[config.mk]
export PLATFORM = sky130hd
export DESIGN_NAME = atom_resv_unit
export DESIGN_NICKNAME = d
export VERILOG_FILES = /design/src/rtl/atom_pkg.sv /design/src/rtl/atom_ctrl.sv /design/src/rtl/atom_datapath.sv /design/src/rtl/atom_resv_unit.sv
export SDC_FILE = /design/constraint.sdc
export NUM_CORES = 2
export LEC_CHECK = 0
export ABC_AREA = 1
export BUFFER_PORTS_ARGS = -buffer_cell sky130_fd_sc_hd__buf_2
export CAP_MARGIN = 25
export CORE_ASPECT_RATIO = 0.7
export CORE_MARGIN = 2
export CORE_UTILIZATION = 64
export DETAILED_ROUTE_END_ITERATION = 6
export MAX_ROUTING_LAYER = met4
export PLACE_DENSITY = 0.81
export SYNTH_ARGS = -nofsm -noshare
export SYNTH_HDL_FRONTEND = slang
export SYNTH_HIERARCHICAL = 1
export SYNTH_SLANG_ARGS = --single-unit
[constraint.sdc]
create_clock -name clk -period 20.2 [get_ports clk]
set_input_delay 2.02 -clock clk [delete_from_list [all_inputs] [get_ports clk]]
set_output_delay 2.02 -clock clk [all_outputs]
set_load 0.01 [all_outputs]
[src/rtl/atom_pkg.sv]
package atom_pkg;
  localparam int DATA_W = 32;

  typedef enum logic [2:0] {
    OP_READ  = 3'd0,
    OP_WRITE = 3'd1,
    OP_LL    = 3'd2,
    OP_SC    = 3'd3,
    OP_CAS   = 3'd4
  } atomOp_e;

  typedef enum logic [1:0] {
    RSP_DATA = 2'd0,
    RSP_LINK = 2'd1,
    RSP_FLAG = 2'd2,
    RSP_ACK  = 2'd3
  } rspKind_e;

  typedef struct packed {
    logic     rspLoad;
    logic     memWrite;
    logic     takeOpB;
    logic     resvAlloc;
    logic     resvKill;
    logic     flag;
    rspKind_e rspKind;
  } ctrlStrobe_t;
endpackage

[src/rtl/atom_ctrl.sv]
module atom_ctrl
  import atom_pkg::*;
(
  input  logic        clk,
  input  logic        rstN,
  input  logic        cmdValid,
  input  logic [2:0]  cmdOp,
  input  logic        scHit,
  input  logic        casEqual,
  output ctrlStrobe_t strobe,
  output logic        rspValid
);
  atomOp_e opCode;
  assign opCode = atomOp_e'(cmdOp);

  always_comb begin
    strobe = '0;
    if (cmdValid) begin
      strobe.rspLoad = 1'b1;
      unique case (opCode)
        OP_WRITE: begin
          strobe.memWrite = 1'b1;
          strobe.resvKill = 1'b1;
          strobe.rspKind  = RSP_ACK;
        end
        OP_LL: begin
          strobe.resvAlloc = 1'b1;
          strobe.rspKind   = RSP_LINK;
        end
        OP_SC: begin
          strobe.flag     = scHit;
          strobe.memWrite = scHit;
          strobe.resvKill = scHit;
          strobe.rspKind  = RSP_FLAG;
        end
        OP_CAS: begin
          strobe.flag     = casEqual;
          strobe.memWrite = casEqual;
          strobe.takeOpB  = 1'b1;
          strobe.resvKill = casEqual;
          strobe.rspKind  = RSP_FLAG;
        end
        default: strobe.rspKind = RSP_DATA;
      endcase
    end
  end

  always_ff @(posedge clk) begin
    if (!rstN) rspValid <= 1'b0;
    else       rspValid <= cmdValid;
  end
endmodule

[src/rtl/atom_datapath.sv]
module atom_datapath
  import atom_pkg::*;
#(
  parameter int WORDS   = 16,
  parameter int ENTRIES = 8,
  localparam int ADDR_W = $clog2(WORDS),
  localparam int IDX_W  = (ENTRIES > 1) ? $clog2(ENTRIES) : 1
) (
  input  logic              clk,
  input  logic              rstN,
  input  ctrlStrobe_t       strobe,
  input  logic [ADDR_W-1:0] cmdAddr,
  input  logic [DATA_W-1:0] cmdOpA,
  input  logic [DATA_W-1:0] cmdOpB,
  output logic              scHit,
  output logic              casEqual,
  output logic [DATA_W-1:0] rspWord0,
  output logic [DATA_W-1:0] rspWord1,
  output logic              rspTwo
);
  logic [DATA_W-1:0] memArr [WORDS];
  logic              entValid [ENTRIES];
  logic [ADDR_W-1:0] entAddr  [ENTRIES];
  logic [DATA_W-1:0] entSig   [ENTRIES];
  logic [DATA_W-1:0] sigCtr;
  logic [DATA_W-1:0] curWord;
  logic [IDX_W-1:0]  victim;
  logic [ENTRIES-1:0] addrMatch;
  logic [ENTRIES-1:0] pairMatch;

  assign curWord  = memArr[cmdAddr];
  assign casEqual = (curWord == cmdOpA);

  genvar g;
  generate
    for (g = 0; g < ENTRIES; g++) begin : gMatch
      assign addrMatch[g] = entValid[g] && (entAddr[g] == cmdAddr);
      assign pairMatch[g] = addrMatch[g] && (entSig[g] == cmdOpB);
    end
  endgenerate

  assign scHit = |pairMatch;

  // Victim: lowest free slot, else the entry with the greatest age.
  always_comb begin
    logic              foundFree;
    logic [DATA_W-1:0] bestAge;
    logic [DATA_W-1:0] thisAge;
    foundFree = 1'b0;
    victim    = '0;
    bestAge   = '0;
    thisAge   = '0;
    for (int i = 0; i < ENTRIES; i++) begin
      if (!entValid[i] && !foundFree) begin
        foundFree = 1'b1;
        victim    = IDX_W'(i);
      end
    end
    if (!foundFree) begin
      bestAge = sigCtr - entSig[0];
      victim  = '0;
      for (int i = 1; i < ENTRIES; i++) begin
        thisAge = sigCtr - entSig[i];
        if (thisAge > bestAge) begin
          bestAge = thisAge;
          victim  = IDX_W'(i);
        end
      end
    end
  end

  always_ff @(posedge clk) begin
    if (!rstN) begin
      for (int i = 0; i < WORDS; i++) memArr[i] <= '0;
    end else if (strobe.memWrite) begin
      memArr[cmdAddr] <= strobe.takeOpB ? cmdOpB : cmdOpA;
    end
  end

  always_ff @(posedge clk) begin
    if (!rstN) begin
      sigCtr <= '0;
      for (int i = 0; i < ENTRIES; i++) begin
        entValid[i] <= 1'b0;
        entAddr[i]  <= '0;
        entSig[i]   <= '0;
      end
    end else begin
      if (strobe.resvKill) begin
        for (int i = 0; i < ENTRIES; i++) begin
          if (addrMatch[i]) entValid[i] <= 1'b0;
        end
      end
      if (strobe.resvAlloc) begin
        entValid[victim] <= 1'b1;
        entAddr[victim]  <= cmdAddr;
        entSig[victim]   <= sigCtr;
        sigCtr           <= sigCtr + 1'b1;
      end
    end
  end

  always_ff @(posedge clk) begin
    if (!rstN) begin
      rspWord0 <= '0;
      rspWord1 <= '0;
      rspTwo   <= 1'b0;
    end else begin
      rspTwo <= 1'b0;
      if (strobe.rspLoad) begin
        unique case (strobe.rspKind)
          RSP_LINK: begin
            rspWord0 <= curWord;
            rspWord1 <= sigCtr;
            rspTwo   <= 1'b1;
          end
          RSP_FLAG: begin
            rspWord0 <= {{(DATA_W-1){1'b0}}, strobe.flag};
            rspWord1 <= '0;
          end
          RSP_ACK: begin
            rspWord0 <= '0;
            rspWord1 <= '0;
          end
          default: begin
            rspWord0 <= curWord;
            rspWord1 <= '0;
          end
        endcase
      end
    end
  end
endmodule

[src/rtl/atom_resv_unit.sv]
module atom_resv_unit
  import atom_pkg::*;
#(
  parameter int WORDS   = 16,
  parameter int ENTRIES = 8,
  localparam int ADDR_W = $clog2(WORDS)
) (
  input  logic              clk,
  input  logic              rstN,
  input  logic              cmdValid,
  input  logic [2:0]        cmdOp,
  input  logic [ADDR_W-1:0] cmdAddr,
  input  logic [31:0]       cmdOpA,
  input  logic [31:0]       cmdOpB,
  output logic              rspValid,
  output logic              rspTwo,
  output logic [31:0]       rspWord0,
  output logic [31:0]       rspWord1
);
  ctrlStrobe_t strobe;
  logic        scHit;
  logic        casEqual;

  atom_ctrl ctrl (
    .clk(clk), .rstN(rstN), .cmdValid(cmdValid), .cmdOp(cmdOp),
    .scHit(scHit), .casEqual(casEqual), .strobe(strobe), .rspValid(rspValid)
  );

  atom_datapath #(.WORDS(WORDS), .ENTRIES(ENTRIES)) dpath (
    .clk(clk), .rstN(rstN), .strobe(strobe), .cmdAddr(cmdAddr),
    .cmdOpA(cmdOpA), .cmdOpB(cmdOpB), .scHit(scHit), .casEqual(casEqual),
    .rspWord0(rspWord0), .rspWord1(rspWord1), .rspTwo(rspTwo)
  );
endmodule

=== Word level (Yosys, flattened, before mapping) ===
Memories as Yosys holds them, arrays and structs flattened.
Index checks and enable logic that the tools add are counted.
W data, S select, Z words.

* Flip-flop bits (word level): 98
* Bits in writable memories: 808
* Input bits: 74
* Output and inout bits: 66
* Logic and storage cells: 204
* Memories kept: 4

{| class="wikitable"
|+ Memories
! memory !! depth !! width !! read ports !! clocked after Yosys merged registers in !! wr ports !! line !! text
|-
| dpath.memArr || 16 || 32 || 1 || 0 || 16 || atom_datapath.sv:21 || <nowiki>logic [DATA_W-1:0] memArr [WORDS];</nowiki>
|-
| dpath.entSig || 8 || 32 || 8 || 0 || 8 || atom_datapath.sv:24 || <nowiki>logic [DATA_W-1:0] entSig [ENTRIES];</nowiki>
|-
| dpath.entAddr || 8 || 4 || 8 || 0 || 8 || atom_datapath.sv:23 || <nowiki>logic [ADDR_W-1:0] entAddr [ENTRIES];</nowiki>
|-
| dpath.entValid || 8 || 1 || 8 || 0 || 8 || atom_datapath.sv:22 || <nowiki>logic entValid [ENTRIES];</nowiki>
|}

* Add/sub/neg operators: 9
* Order comparisons: 7
* Equality and inequality tests: 24
* Multiplexer cells: 104
* Bitwise gates (word level): 8
* Reduce and logical (&&, ||, !) cells: 43

{| class="wikitable"
|+ Operators with widths
! kind !! count
|-
| $mux W32 || 16
|-
| $eq A32 B32 Y1 || 9
|-
| $sub A32 B32 Y32 || 8
|-
| $gt A32 B32 Y1 || 7
|-
| $mux W1 || 65
|-
| $pmux W32 S2 || 1
|-
| $reduce_or A32 Y1 || 2
|-
| $mux W3 || 14
|-
| $add A32 B1 Y32 const B || 1
|-
| $eq A4 B4 Y1 || 8
|-
| $logic_and A1 B1 Y1 || 23
|-
| $logic_not A1 Y1 || 13
|-
| $mux W4 || 2
|-
| $mux W8 || 1
|-
| $or A1 B1 Y1 || 8
|-
| $reduce_or A8 Y1 || 1
|-
| $eq A3 B2 Y1 const B || 2
|-
| $pmux W2 S3 || 1
|-
| $eq A2 B2 Y1 const B || 2
|-
| $mux W2 || 2
|-
| $reduce_or A4 Y1 || 1
|-
| $eq A3 B1 Y1 const B || 1
|-
| $eq A3 B3 Y1 const B || 1
|-
| $pmux W1 S3 || 1
|-
| 5 further kinds || 5
|}

=== Depth between registers and ports, before layout ===
An unclocked memory read counts as a cell.

* Word-level depth: 42
* Mapped depth: 139
* Gate-level depth less buffers: 126

=== Modules after synthesis ===
The synthesis kept the hierarchy.

{| class="wikitable"
|+ By module, submodules not included
! module !! times used !! cells an instance !! area each (um2) !! sequential area each (um2)
|-
| atom_datapath || 1 || 6440 || 57592.7 || 26125.1
|-
| atom_ctrl || 1 || 25 || 127.6 || 20.0
|}

=== Worst setup path after synthesis ===
No wires, ideal clock.

* Path type: reg2reg
* Start point: register dpath.sigCtr[0]
* End point: memory dpath/entAddr[7][0] (netlist bit), enable pin
* Library setup time: 0.479 ns
* Arrival time: 18.067 ns
* Data required time: 19.721 ns
* Setup slack: 1.654 ns
* Stages on the path, launching flop included: 105
* Buffers on the path: 13
* Clock period less this slack: 18.546 ns
* Path through: dfxtp_1 > inv_1 > clkbuf_1 > ha_1 > inv_1 > fa_1 > nand3_1 > nand3_2 > nand3_1 > inv_1 > a211oi_1 > o21ai_0 > nand3_1 > nand2_1 > nand3_1 > nand2_1 > inv_1 > o221ai_1 > (+69 left out) > clkbuf_1 > o21ai_0 > ha_1 > nand4_1 > or3_1 > nor4_1 > a211oi_1 > a31o_2 > nand4_1 > inv_1 > nand2_1 > nor2_1 > nand2_1 > nand2_2 > inv_1 > nand3_1 > buf_2 > o21ai_0

{| class="wikitable"
|+ RTL lines
! item !! line !! text
|-
| from (decl) || atom_datapath.sv:25 || <nowiki>logic [DATA_W-1:0] sigCtr;</nowiki>
|-
| from (signal assigned) || atom_datapath.sv:98 || <nowiki>sigCtr <= sigCtr + 1'b1;</nowiki>
|-
| to (decl) || atom_datapath.sv:23 ||
|}

==> out/results.ini <==
[run_status]
status=complete, but fails checks
failed_checks=design-rule violations

[sta]
fin_skew_ns=0.0618
tightest_slew_ns=1.15
setup_violations=0
fmax_ghz=0.0525
finalHoldViolCount=0
slew_violations=0
setup-tns-final_ns=0
period_share_pct=94.4
relSlewSlack_pct=21.5
timing.final.crit_period_ns=19.06

[cells_and_area]
fill_cells=6715
synthToLayoutAreaGrowth_pct=9.52
nets=7072
post_layout_nonfiller_instances=7780
multi_input_area_um2=28200
regArea_um2=26100
drive_above_1_share_pct=9.40

[logic_synthesis]
netlist_top_cells_area=edfxtp_1 (42%), ha_1 (10%), nand2_1 (6.8%)
synth_cells=6465
synth_seq_area_share_pct=45.3
synth-edff-count=800
synth.avg_cell_area_um2=8.93
ys.warnings.count=6
yosys_register_bits=906
synth_nets=7014
yosysMostFrequentCell=nand2_1
synth_cell_types=53
synth_flop_cell=edfxtp_1
syn_area_um2=57700
synth_async_sr_flop_share_pct=0
yosys.area.top_type=edfxtp_1
ys_top_cells_by_count=nand2_1 (1,039), nor2_1 (845), edfxtp_1 (800), inv_1 (557), ha_1 (467)
synth.top_cell.area_share_pct=41.6

[setup_path]
worst_path_most_repeated_cell=nand2_1
required_ns=20.55
worst_setup_path_start_kind=register
path_class=register to register
cp_top_family=simple AND/OR/NAND/NOR gates
critPathSlowestCell=dfxtp_1
slowest_delay_ns=0.65
cp-end-kind=register
arrival_ns=19.41
cp_num_buf_inv=13
crit_fanout=47

[job]
maxCapViolCount=0

[global_routing]
grt_max_degree=133
antenna_found_initial=12
grt_pass1_vias=49800
grt_usage_pct=51.6
grt_pass1_wl_um=332000
grt_overflow=0

[place]
portBuffers=139
hpwl_um=170000
place.gp.congestion=1.12
dp_cells=7587

[floorplan]
core_area_um2=89700
die_w_um=363
dieHeight_um=255
die-area_um2=92600
start_util_pct=64.4
placementRows=92
io_pins=140

[power_and_ir_drop]
power_density_nw_per_um2=81.5
power_leakage_nw=26.3
peakVddDrop_mv=0.0841

[clock_network]
numCtsBuffers=84
root_buffer=clkbuf_16
cts-hold-fix-buffers=0
h-tree-depth=3
cts.path.max_buffers=3
cts.sinks=906
cts.clk_slew.worst_paths_ns=0.07
tritoncts=yes
clk_latency_ns=0.71

[drt]
vias=54000
wire_per_inst_um=30.7
dr.pass1.iters=7
antenna_left=0
drc=318
drt_iter0_drc=10200
wl_um=239000
via_per_inst=6.94

[hold_path]
worstHoldPathType=register to register

[worst paths after layout]
path	start	to	slack, ns	depth (start not counted)
worst min-delay path	dpath/rspWord0[31]	dpath/rspWord0[31]	0.47	2
worst min register to register	dpath/rspWord0[31]	dpath/rspWord0[31]	0.47	2
worst max-delay path	dpath/sigCtr[6]	dpath/entSig[0][18]	1.14	105
worst max register to register	dpath/sigCtr[6]	dpath/entSig[0][18]	1.14	105
[cell families (layout without fill, tap and decap cells)]
group           Yosys count  count (layout)  synth area share (%)
simple gates           2471            2475                  18.7
compound gates         1367            1367                  14.4
buf+inv                 919            1043                  6.29
flops                   906             906                  45.3
fa+ha+maj               475             475                  10.4
xor+xnor                327             327                  4.96
other cells               0              12                     0
[per-layer routing]
layer | share of wire, % | routed length, um | GRT usage [%]
met1 | 36 | 85000 | 66.7
met2 | 39 | 93300 | 68.0
met3 | 19 | 45600 | 23.2
met4 | 6.2 | 14800 | 25.3
met5 | 0 | 0 | -
[flip-flops by register name (all words and copies together), names as in the netlist]
signal and count:
dpath/entValid 8, dpath/rspWord1 32, dpath/entAddr 32, dpath/sigCtr 32, dpath/entSig 256, ctrl/rspValid 1, dpath/memArr 512, dpath/rspTwo 1
dpath/rspWord0 32
[per-stage QoR]
stage | hold slack (ns) | setup WS (ns) | total power, mW | util, % | instance area (um^2)
2_1_floorplan | 0.444 | 1.65 | 2.96 | - | 57700
3_3_place_gp | 0.452 | 0.316 | 3.35 | 66.5 | 59700
3_5_place_dp | 0.458 | 0.255 | 3.39 | 66.9 | 60000
4_1_cts | 0.467 | 0.187 | 5.04 | 70.1 | 62900
5_1_grt | 0.510 | -0.0968 | 5.31 | 70.5 | 63200
6_report | 0.466 | 1.14 | 5.15 | 70.5 | 63200
[layout make-up]
| cell class | instances | share of cell area (%) |
|---|---|---|
| Timing Repair Buffer | 310 | 3.60 |
| Tap cell | 1175 | 2.33 |
| Sequential cell | 906 | 41.4 |
| Antenna cell | 12 | 0.0475 |
| Clock inverter | 46 | 0.922 |
| Inverter | 577 | 3.43 |
| Multi-Input combinational cell | 4644 | 44.7 |
| Clock buffer | 110 | 3.64 |
[tightest hold or removal path, delay by kind of cell, from the launching register on]
kind	cells	cell delay (ns)
DFF	1	0.31
AOI/OAI and AO/OA	1	0.06
and+or+nand+nor	1	0.06
[power breakdown]
part | internal (mW) | leakage [nW] | switching [mW]
sequential | 2.12 | 8.56 | 0.0418
combinational | 0.399 | 16.4 | 0.900
clock | 0.952 | 1.40 | 0.744
total | 3.47 | 26.3 | 1.69
[cell usage in the layout (no fill, tap or decap), drive strengths merged, types with 42 or more instances in the layout]
cell	instances
xnor2	138
xor2	189
nor3	180
clkinv	42
edfxtp	800
nand4	110
a21oi	369
nand3	200
buf	308
inv	568
clkbuf	111
o21ai	391
nor2	846
a22oi	262
o22ai	111
dfxtp	106
nor4	62
nand2	1054
ha	467
[repair_timing]
action / CTS / global route
buffers inserted: 0 / 2
resized for setup: 0 / 42
setup endpoints to repair: 0 / 584
Note: power is estimated with default switching activity, not from simulation.
